[src/rtl/bpar_pkg.sv]
package bpar_pkg;
  typedef enum logic {
    PAR_ODD  = 1'b0,
    PAR_EVEN = 1'b1
  } par_mode_e;
endpackage

[src/rtl/bpar_mode.sv]
module bpar_mode
  import bpar_pkg::*;
(
  input  logic      clk,
  input  logic      rst_n,
  input  logic      load,
  input  logic      even,
  output par_mode_e mode
);
  always_ff @(posedge clk) begin
    if (!rst_n) begin
      mode <= PAR_ODD;
    end else if (load) begin
      mode <= even ? PAR_EVEN : PAR_ODD;
    end
  end
endmodule

[src/rtl/bpar_lanes.sv]
// Per-lane parity logic. GEN=1 rewrites each lane's top bit; GEN=0 flags
// lanes whose nine bits disagree with the mode.
module bpar_lanes
  import bpar_pkg::*;
#(
  parameter int BYTES  = 4,
  parameter int BYTE_W = 9,
  parameter bit GEN    = 1'b1
) (
  input  par_mode_e                 mode,
  input  logic                      enable,
  input  logic [BYTES*BYTE_W-1:0]   din,
  output logic [BYTES*BYTE_W-1:0]   dout,
  output logic                      err
);
  localparam int DATA_W = BYTE_W - 1;

  logic             odd_sel;
  logic [BYTES-1:0] lane_err;

  assign odd_sel = (mode == PAR_ODD);

  for (genvar i = 0; i < BYTES; i++) begin : g_lane
    logic [DATA_W-1:0] low;
    assign low = din[i*BYTE_W +: DATA_W];
    if (GEN) begin : g_gen
      assign dout[i*BYTE_W +: DATA_W] = low;
      assign dout[i*BYTE_W + DATA_W]  = enable ? ((^low) ^ odd_sel)
                                               : din[i*BYTE_W + DATA_W];
      assign lane_err[i] = 1'b0;
    end else begin : g_chk
      assign dout[i*BYTE_W +: BYTE_W] = din[i*BYTE_W +: BYTE_W];
      assign lane_err[i] = enable & ((^din[i*BYTE_W +: BYTE_W]) ^ odd_sel);
    end
  end

  assign err = |lane_err;
endmodule

[src/rtl/bpar_slice.sv]
module bpar_slice #(
  parameter int W = 36
) (
  input  logic         clk,
  input  logic         rst_n,
  input  logic         in_valid,
  output logic         in_ready,
  input  logic [W-1:0] in_data,
  output logic         out_valid,
  input  logic         out_ready,
  output logic [W-1:0] out_data
);
  assign in_ready = !out_valid || out_ready;

  always_ff @(posedge clk) begin
    if (!rst_n) begin
      out_valid <= 1'b0;
      out_data  <= '0;
    end else if (in_ready) begin
      out_valid <= in_valid;
      if (in_valid) begin
        out_data <= in_data;
      end
    end
  end
endmodule

[src/rtl/bpar_top.sv]
module bpar_top
  import bpar_pkg::*;
#(
  parameter int BYTES  = 4,
  parameter int BYTE_W = 9
) (
  input  logic                    clk,
  input  logic                    rst_n,
  input  logic                    cfg_load,
  input  logic                    cfg_even,
  input  logic                    gen_en,
  input  logic                    wr_valid,
  output logic                    wr_ready,
  input  logic [BYTES*BYTE_W-1:0] wr_data,
  output logic                    mem_valid,
  input  logic                    mem_ready,
  output logic [BYTES*BYTE_W-1:0] mem_data,
  input  logic                    rd_valid,
  output logic                    rd_ready,
  input  logic [BYTES*BYTE_W-1:0] rd_data,
  output logic                    out_valid,
  input  logic                    out_ready,
  output logic [BYTES*BYTE_W-1:0] out_data,
  output logic                    out_perr
);
  localparam int WORD_W = BYTES * BYTE_W;

  par_mode_e         par_mode;
  logic [WORD_W-1:0] gen_word;
  logic [WORD_W-1:0] chk_word;
  logic              chk_err;
  logic              gen_unused;

  bpar_mode u_mode (
    .clk  (clk),
    .rst_n(rst_n),
    .load (cfg_load),
    .even (cfg_even),
    .mode (par_mode)
  );

  bpar_lanes #(.BYTES(BYTES), .BYTE_W(BYTE_W), .GEN(1'b1)) u_gen (
    .mode  (par_mode),
    .enable(gen_en),
    .din   (wr_data),
    .dout  (gen_word),
    .err   (gen_unused)
  );

  bpar_slice #(.W(WORD_W)) u_wr_stage (
    .clk      (clk),
    .rst_n    (rst_n),
    .in_valid (wr_valid),
    .in_ready (wr_ready),
    .in_data  (gen_word),
    .out_valid(mem_valid),
    .out_ready(mem_ready),
    .out_data (mem_data)
  );

  bpar_lanes #(.BYTES(BYTES), .BYTE_W(BYTE_W), .GEN(1'b0)) u_chk (
    .mode  (par_mode),
    .enable(1'b1),
    .din   (rd_data),
    .dout  (chk_word),
    .err   (chk_err)
  );

  bpar_slice #(.W(WORD_W + 1)) u_rd_stage (
    .clk      (clk),
    .rst_n    (rst_n),
    .in_valid (rd_valid),
    .in_ready (rd_ready),
    .in_data  ({chk_err, chk_word}),
    .out_valid(out_valid),
    .out_ready(out_ready),
    .out_data ({out_perr, out_data})
  );
endmodule

[config.mk]
export PLATFORM = sky130hd
export DESIGN_NAME = bpar_top
export DESIGN_NICKNAME = d
export VERILOG_FILES = /design/src/rtl/bpar_pkg.sv /design/src/rtl/bpar_mode.sv /design/src/rtl/bpar_lanes.sv /design/src/rtl/bpar_slice.sv /design/src/rtl/bpar_top.sv
export SDC_FILE = /design/constraint.sdc
export NUM_CORES = 1
export LEC_CHECK = 0
export ABC_AREA = 1
export BUFFER_PORTS_ARGS = -buffer_cell sky130_fd_sc_hd__buf_2
export CORE_UTILIZATION = 47
export DETAILED_ROUTE_END_ITERATION = 10
export PLACE_DENSITY = 0.8
export SYNTH_ARGS = -nofsm -noshare
export SYNTH_HDL_FRONTEND = slang
export SYNTH_SLANG_ARGS = --single-unit
[constraint.sdc]
create_clock -name clk -period 1.3 [get_ports clk]
set_input_delay 0.065 -clock clk [delete_from_list [all_inputs] [get_ports clk]]
set_output_delay 0.065 -clock clk [all_outputs]
set_load 0.01 [all_outputs]
==> results of run 1 <==
-- through the flow --
stage,hold WS [ps],utilization
after detailed placement,313,0.618
final,11.2,0.698
after global placement,302,0.618
after CTS,3.18,0.692
after floorplan,193,-
after global routing,11.9,0.698
-- worst max-delay path: stages --
cell	delay (ps)
dlygate4sd3_1	530
buf_2	110
inv_1	50
nand2_1	60
nand2_2	60
inv_1	70
nand3_2	90
nand2_1	70
nand2_1	50
nand2_2	70
nand2_1	50
nand2_1	50
nand2_1	50
nor2_1	90
nor2_1	50
-- repair_timing --
| item | 4_1_cts | 5_1_grt |
|---|---|---|
| buffers inserted | 0 | 1 |
| endpoints found under the hold margin | 36 | 0 |
| hold buffers | 37 | 0 |
| setup endpoints to repair | 0 | 25 |
| gates resized for setup | 0 | 55 |
-- layer usage --
metal,track usage,up-vias,part of all wire
li1,-,1974,-
met3,0.0619,17,0.061
met2,0.452,124,0.50
met5,0,-,0
met1,0.264,1753,0.41
met4,0.105,0,0.020
-- Yosys cell counts, drive strengths merged --
master / instances / area share
dfxtp: 76 / 0.42
clkbuf: 10 / 0.010
xnor2: 16 / 0.039
inv: 45 / 0.047
xor2: 19 / 0.046
o21ai: 73 / 0.10
nand3: 22 / 0.038
buf: 13 / 0.020
nand2: 101 / 0.11
a21oi: 37 / 0.052
nand3b: 4 / 0.0084
nor2: 96 / 0.10
-- path summary, 6_finish.rpt --
check | end | slack [ps] | startpoint | depth (start not counted)
worst max register to register | u_rd_stage.out_data[24] | 150 | u_rd_stage.out_valid | 6
worst min-delay path | u_wr_stage.out_data[27] | 10 | wr_data[27] | 3
worst min register to register | u_wr_stage.out_data[35] | 470 | u_wr_stage.out_data[35] | 2
worst max-delay path | u_rd_stage.out_data[36] | 40 | rd_data[2] | 15
-- layout make-up --
type / count / share of cell area
timing repair buffer: 189 / 0.241
tap: 99 / 0.0242
sequential: 76 / 0.297
inverter: 45 / 0.0335
multi-input combinational: 368 / 0.369
clock buffer: 10 / 0.0269
clock inverter: 6 / 0.00783
-- flip-flops by register name (all words and copies together) (netlist names) --
signal                flops
u_rd_stage.out_data      37
u_wr_stage.out_data      36
u_mode.mode               1
u_rd_stage.out_valid      1
u_wr_stage.out_valid      1
-- cells by family after synthesis --
logic type | count (synthesis) | synth area share
flip-flops | 76 | 0.424
AO/OA/AOI/OAI | 110 | 0.153
XOR/XNOR | 35 | 0.0855
buffers and inverters | 68 | 0.0771
AND/OR/NAND/NOR | 223 | 0.260
-- where the power goes --
group | internal (mW) | leakage, nW | switching (mW)
sequential | 2.51 | 0.631 | 0.0916
clock | 0.737 | 0.0803 | 0.913
combinational | 0.630 | 1.95 | 0.798
total | 3.88 | 2.67 | 1.80
==> metrics.yaml, run 1 <==
floorplanning:
  rows: 31
  die_y_um: 89.4
  dieArea_sq_um: 7990
  start_util: 0.489
  die_w_um: 89.4
  coreArea_sq_um: 7330
  io_pins: 158
synth:
  yosysWarnings: 0
  synth-seq-cells: 76
  ys_seq_area_frac: 0.424
  ys_types: 18
  syn_inst: 512
  synth_nets: 593
  syn_area_sq_um: 3590
  synth.avg_cell_area_sq_um: 7.01
global_route:
  grt.total_usage: 0.245
  grt_pass1_vias: 3496
  grt_max_degree: 42
  grt.overflow.total: 0
  grt_pass1_wl_mm: 15.1
  antenna_found_initial: 0
placement:
  placed_cells: 755
  post-place-ws_ps: 110
  gp_congestion: 0.765
  hpwl_mm: 6.60
  port_buffers: 157
  placed_cell_area_sq_um: 4530
routing:
  drt.antenna.violating_nets: 0
  drt-pass1-iter-count: 4
  routed_wl_mm: 9.93
  drc: 0
  avgRoutedWirePerCell_um: 12.5
  first_iter_violations: 64
  vias_per_cell: 4.88
  num_vias: 3868
layout:
  multi_input_area_sq_um: 1890
  final_cell_area_sq_um: 5110
  final_common_cell: "buf_2"
  fin_cells: 793
  layout_common_cells: "buf_2, nor2_1, dfxtp_1"
  diodes: 0
  layout-drive-gt1-share: 0.331
  fillerInstances: 610
  seqCellArea_sq_um: 1520
  syn2layout_area_growth_pct: 42.6
  nets: 770
clock_tree:
  htreeDepth: 3
  clk_path_buf_depth: 2
  cts.clk_slew.worst_paths_ps: 80
  tritoncts: "yes"
  cts_root_buf: "clkbuf_8"
  cts_sinks: 76
  cts_buffers: 9
  clock_latency_ps: 350
timing:
  setup_slack_ps: 38.9
  worst_pin_slew_ps: 327
  fin_crit_sh: 0.970
  timing.slew.headroom: 0.782
  finalHoldViolCount: 0
  rsz0062_at_grt: "yes"
  max_freq_mhz: 793
  fin_crit_ps: 1260
  fin_tns_setup_ps: 0
  drv_slew: 0
  setup_viol: 0
  fin_skew_ps: 6.08
worst_setup_path:
  critPathArrivalTime_ps: 1500
  start_kind: "primary input"
  worstSetupPathType: "primary input to register"
  endpoint_kind: "register"
  worstPathRequired_ps: 1540
  critPathMaxFanout: 2
power_and_ir_drop:
  ir_drop_v: 0.000672
  p_leak_nw: 2.67
  p_total_mw: 5.68
  p_per_area_nw_per_um2: 1110
run:
  drv_cap: 0
run_status:
  status: "finished, final reports clean"
worst_hold_path:
  worstHoldPathType: "primary input to register"
Power figures use the tool's default switching activity.
==> run 2, diff against run 1 <==
--- a/config.mk
+++ b/config.mk
@@ -7,9 +7,13 @@
 export LEC_CHECK = 0
 export ABC_AREA = 1
 export BUFFER_PORTS_ARGS = -buffer_cell sky130_fd_sc_hd__buf_2
-export CORE_UTILIZATION = 47
+export CELL_PAD_IN_SITES_DETAIL_PLACEMENT = 0
+export CELL_PAD_IN_SITES_GLOBAL_PLACEMENT = 1
+export CORE_UTILIZATION = 32
 export DETAILED_ROUTE_END_ITERATION = 10
-export PLACE_DENSITY = 0.8
+export PLACE_DENSITY_LB_ADDON = 0.1
+export SETUP_SLACK_MARGIN = 0.05
+export SKIP_LAST_GASP = 1
 export SYNTH_ARGS = -nofsm -noshare
 export SYNTH_HDL_FRONTEND = slang
 export SYNTH_SLANG_ARGS = --single-unit
==> run 2 against run 1 <==
Compared with the run above: die area increased by 46%; final cell count is 7.7% higher; final area rose by 5.0%; utilization decreased by 20 points; via count is 1.1% lower; worst setup slack gained 48 ps; non-clock buffer count increased by 21; critical path type unchanged; critical endpoint unchanged; largest power group unchanged.
==> metrics.yaml, run 2 (synthesis results as in run 1) <==
routing:
  drt.antenna.violating_nets: 0
  first_iter_violations: 134
  routed_wl_mm: 10.3
  drc: 0
  vias_per_cell: 4.48
  num_vias: 3827
  avgRoutedWirePerCell_um: 12.0
  drt-pass1-iter-count: 4
run_status:
  status: "finished, final reports clean"
worst_setup_path:
  reg2reg_from: "u_wr_stage.out_valid"
  r2r_slack_ps: 190
  rr_worst_depth: 6
  worstPathRequired_ps: 1550
  r2r_end: "u_wr_stage.out_data[35]"
  start_kind: "primary input"
  critPathArrivalTime_ps: 1460
  endpoint: "u_rd_stage.out_data[36]"
  worstSetupPathType: "primary input to register"
  endpoint_kind: "register"
  critPathLaunch: "rd_data[14]"
  critPathMaxFanout: 3
power_and_ir_drop:
  p_leak_nw: 2.78
  ir_drop_v: 0.000480
  p_per_area_nw_per_um2: 1140
global_route:
  grt_pass1_vias: 3628
  grt_pass1_wl_mm: 16.5
  grt.overflow.total: 0
  grt_max_degree: 42
  antenna_found_initial: 0
  grt.total_usage: 0.181
layout:
  diodes: 0
  largestRegisters: "u_rd_stage.out_data (37), u_wr_stage.out_data (36)"
  nets: 791
  final_common_cell: "buf_2"
  fin_cells: 854
  layout-drive-gt1-share: 0.303
  syn2layout_area_growth_pct: 49.7
  layout_common_cells: "buf_2, nor2_1, nand2_1"
  largest_reg_flops: 37
  max_flop_register: "u_rd_stage.out_data"
clock_tree:
  cts_root_buf: "clkbuf_8"
  clk_path_buf_depth: 2
  tritoncts: "yes"
  cts.clk_slew.worst_paths_ps: 80
  cts_sinks: 76
  postCtsSetupBuffers: 0
  cts_buffers: 9
  clock_latency_ps: 360
  htreeDepth: 3
placement:
  gp_congestion: 0.756
  hpwl_mm: 7.23
  port_buffers: 157
  placed_cells: 796
  post-place-ws_ps: 97.7
timing:
  worst_pin_slew_ps: 303
  finalHoldViolCount: 0
  setup_slack_ps: 87.3
  setup_viol: 0
  fin_crit_ps: 1210
  fin_skew_ps: 11.0
  rsz0062_at_grt: "yes"
  fin_crit_sh: 0.933
  drv_slew: 0
  fin_tns_setup_ps: 0
  timing.slew.headroom: 0.797
  hold_ws_ps: 12.4
  max_freq_mhz: 825
floorplanning:
  io_pins: 158
  dieArea_sq_um: 11600
  coreArea_sq_um: 10900
  die_w_um: 108
  rows: 38
  start_util: 0.329
  die_y_um: 108
worst_hold_path:
  worstHoldPathType: "primary input to register"
run:
  drv_cap: 0
[run 2: cell count changes in the layout (fill, tap and decap cells not counted), sizes merged]
cell / previous run / this run
buf: 152 / 158
bufinv: 0 / 2
clkbuf: 10 / 11
clkinv: 2 / 1
clkinvlp: 4 / 1
dlygate4sd3: 32 / 49
dlymetal6s4s: 5 / 3
[run 2: worst min path at each step]
stage                     start                 endpoint  slack (ps)  cells past startpoint
floorplan           rd_data[19]  u_rd_stage.out_data[19]         190                      2
global placement       cfg_even              u_mode.mode         310                      3
detailed placement     cfg_even              u_mode.mode         310                      3
CTS                 wr_data[34]  u_wr_stage.out_data[34]           2                      3
global route        wr_data[31]  u_wr_stage.out_data[31]           9                      3
finish              wr_data[30]  u_wr_stage.out_data[30]          10                      3
[run 2: what timing repair did]
item,in CTS,in global routing
hold buffers,52,0
endpoints found under the hold margin,51,0
resized for setup,0,33
endpoints found under the setup margin,0,20
[run 2: power by group]
group	internal (mW)	switching (mW)	total (mW)
Combinational	0.655	0.795	1.45
Sequential	2.51	0.0847	2.60
Clock	1.17	0.904	2.08
[run 2: cell type report]
class,count,area (sq um)
fill,1148,5520
multi-input combinational,368,1870
sequential,76,1520
timing repair buffer,210,1400
tap,140,175
inverter,45,171
clock buffer,11,151
clock inverter,4,72.6
[run 2: layer usage]
layer | wire [um] | track usage
met5 | 0 | 0
met4 | 141 | 0.0793
met3 | 546 | 0.0357
met2 | 5140 | 0.321
met1 | 4440 | 0.208
[run 2: worst max-delay path: stages]
cell and delay [ps]:
dlygate4sd3_1 600, xor2_1 180, nand2_1 80, nand2_2 90, nand3_2 80, nand2_1 70, nand2_1 50, nand2_1 50
nand2_1 60, nor2_2 100, nor2_1 40
[run 2: per-stage QoR]
stage	total power, mW	utilization	instance area [sq um]
6_report	6.13	0.493	5370
5_1_grt	6.49	0.493	5370
3_5_place_dp	3.95	0.419	4570
3_3_place_gp	3.93	0.419	4570
2_1_floorplan	3.41	-	3590
4_1_cts	6.17	0.488	5310
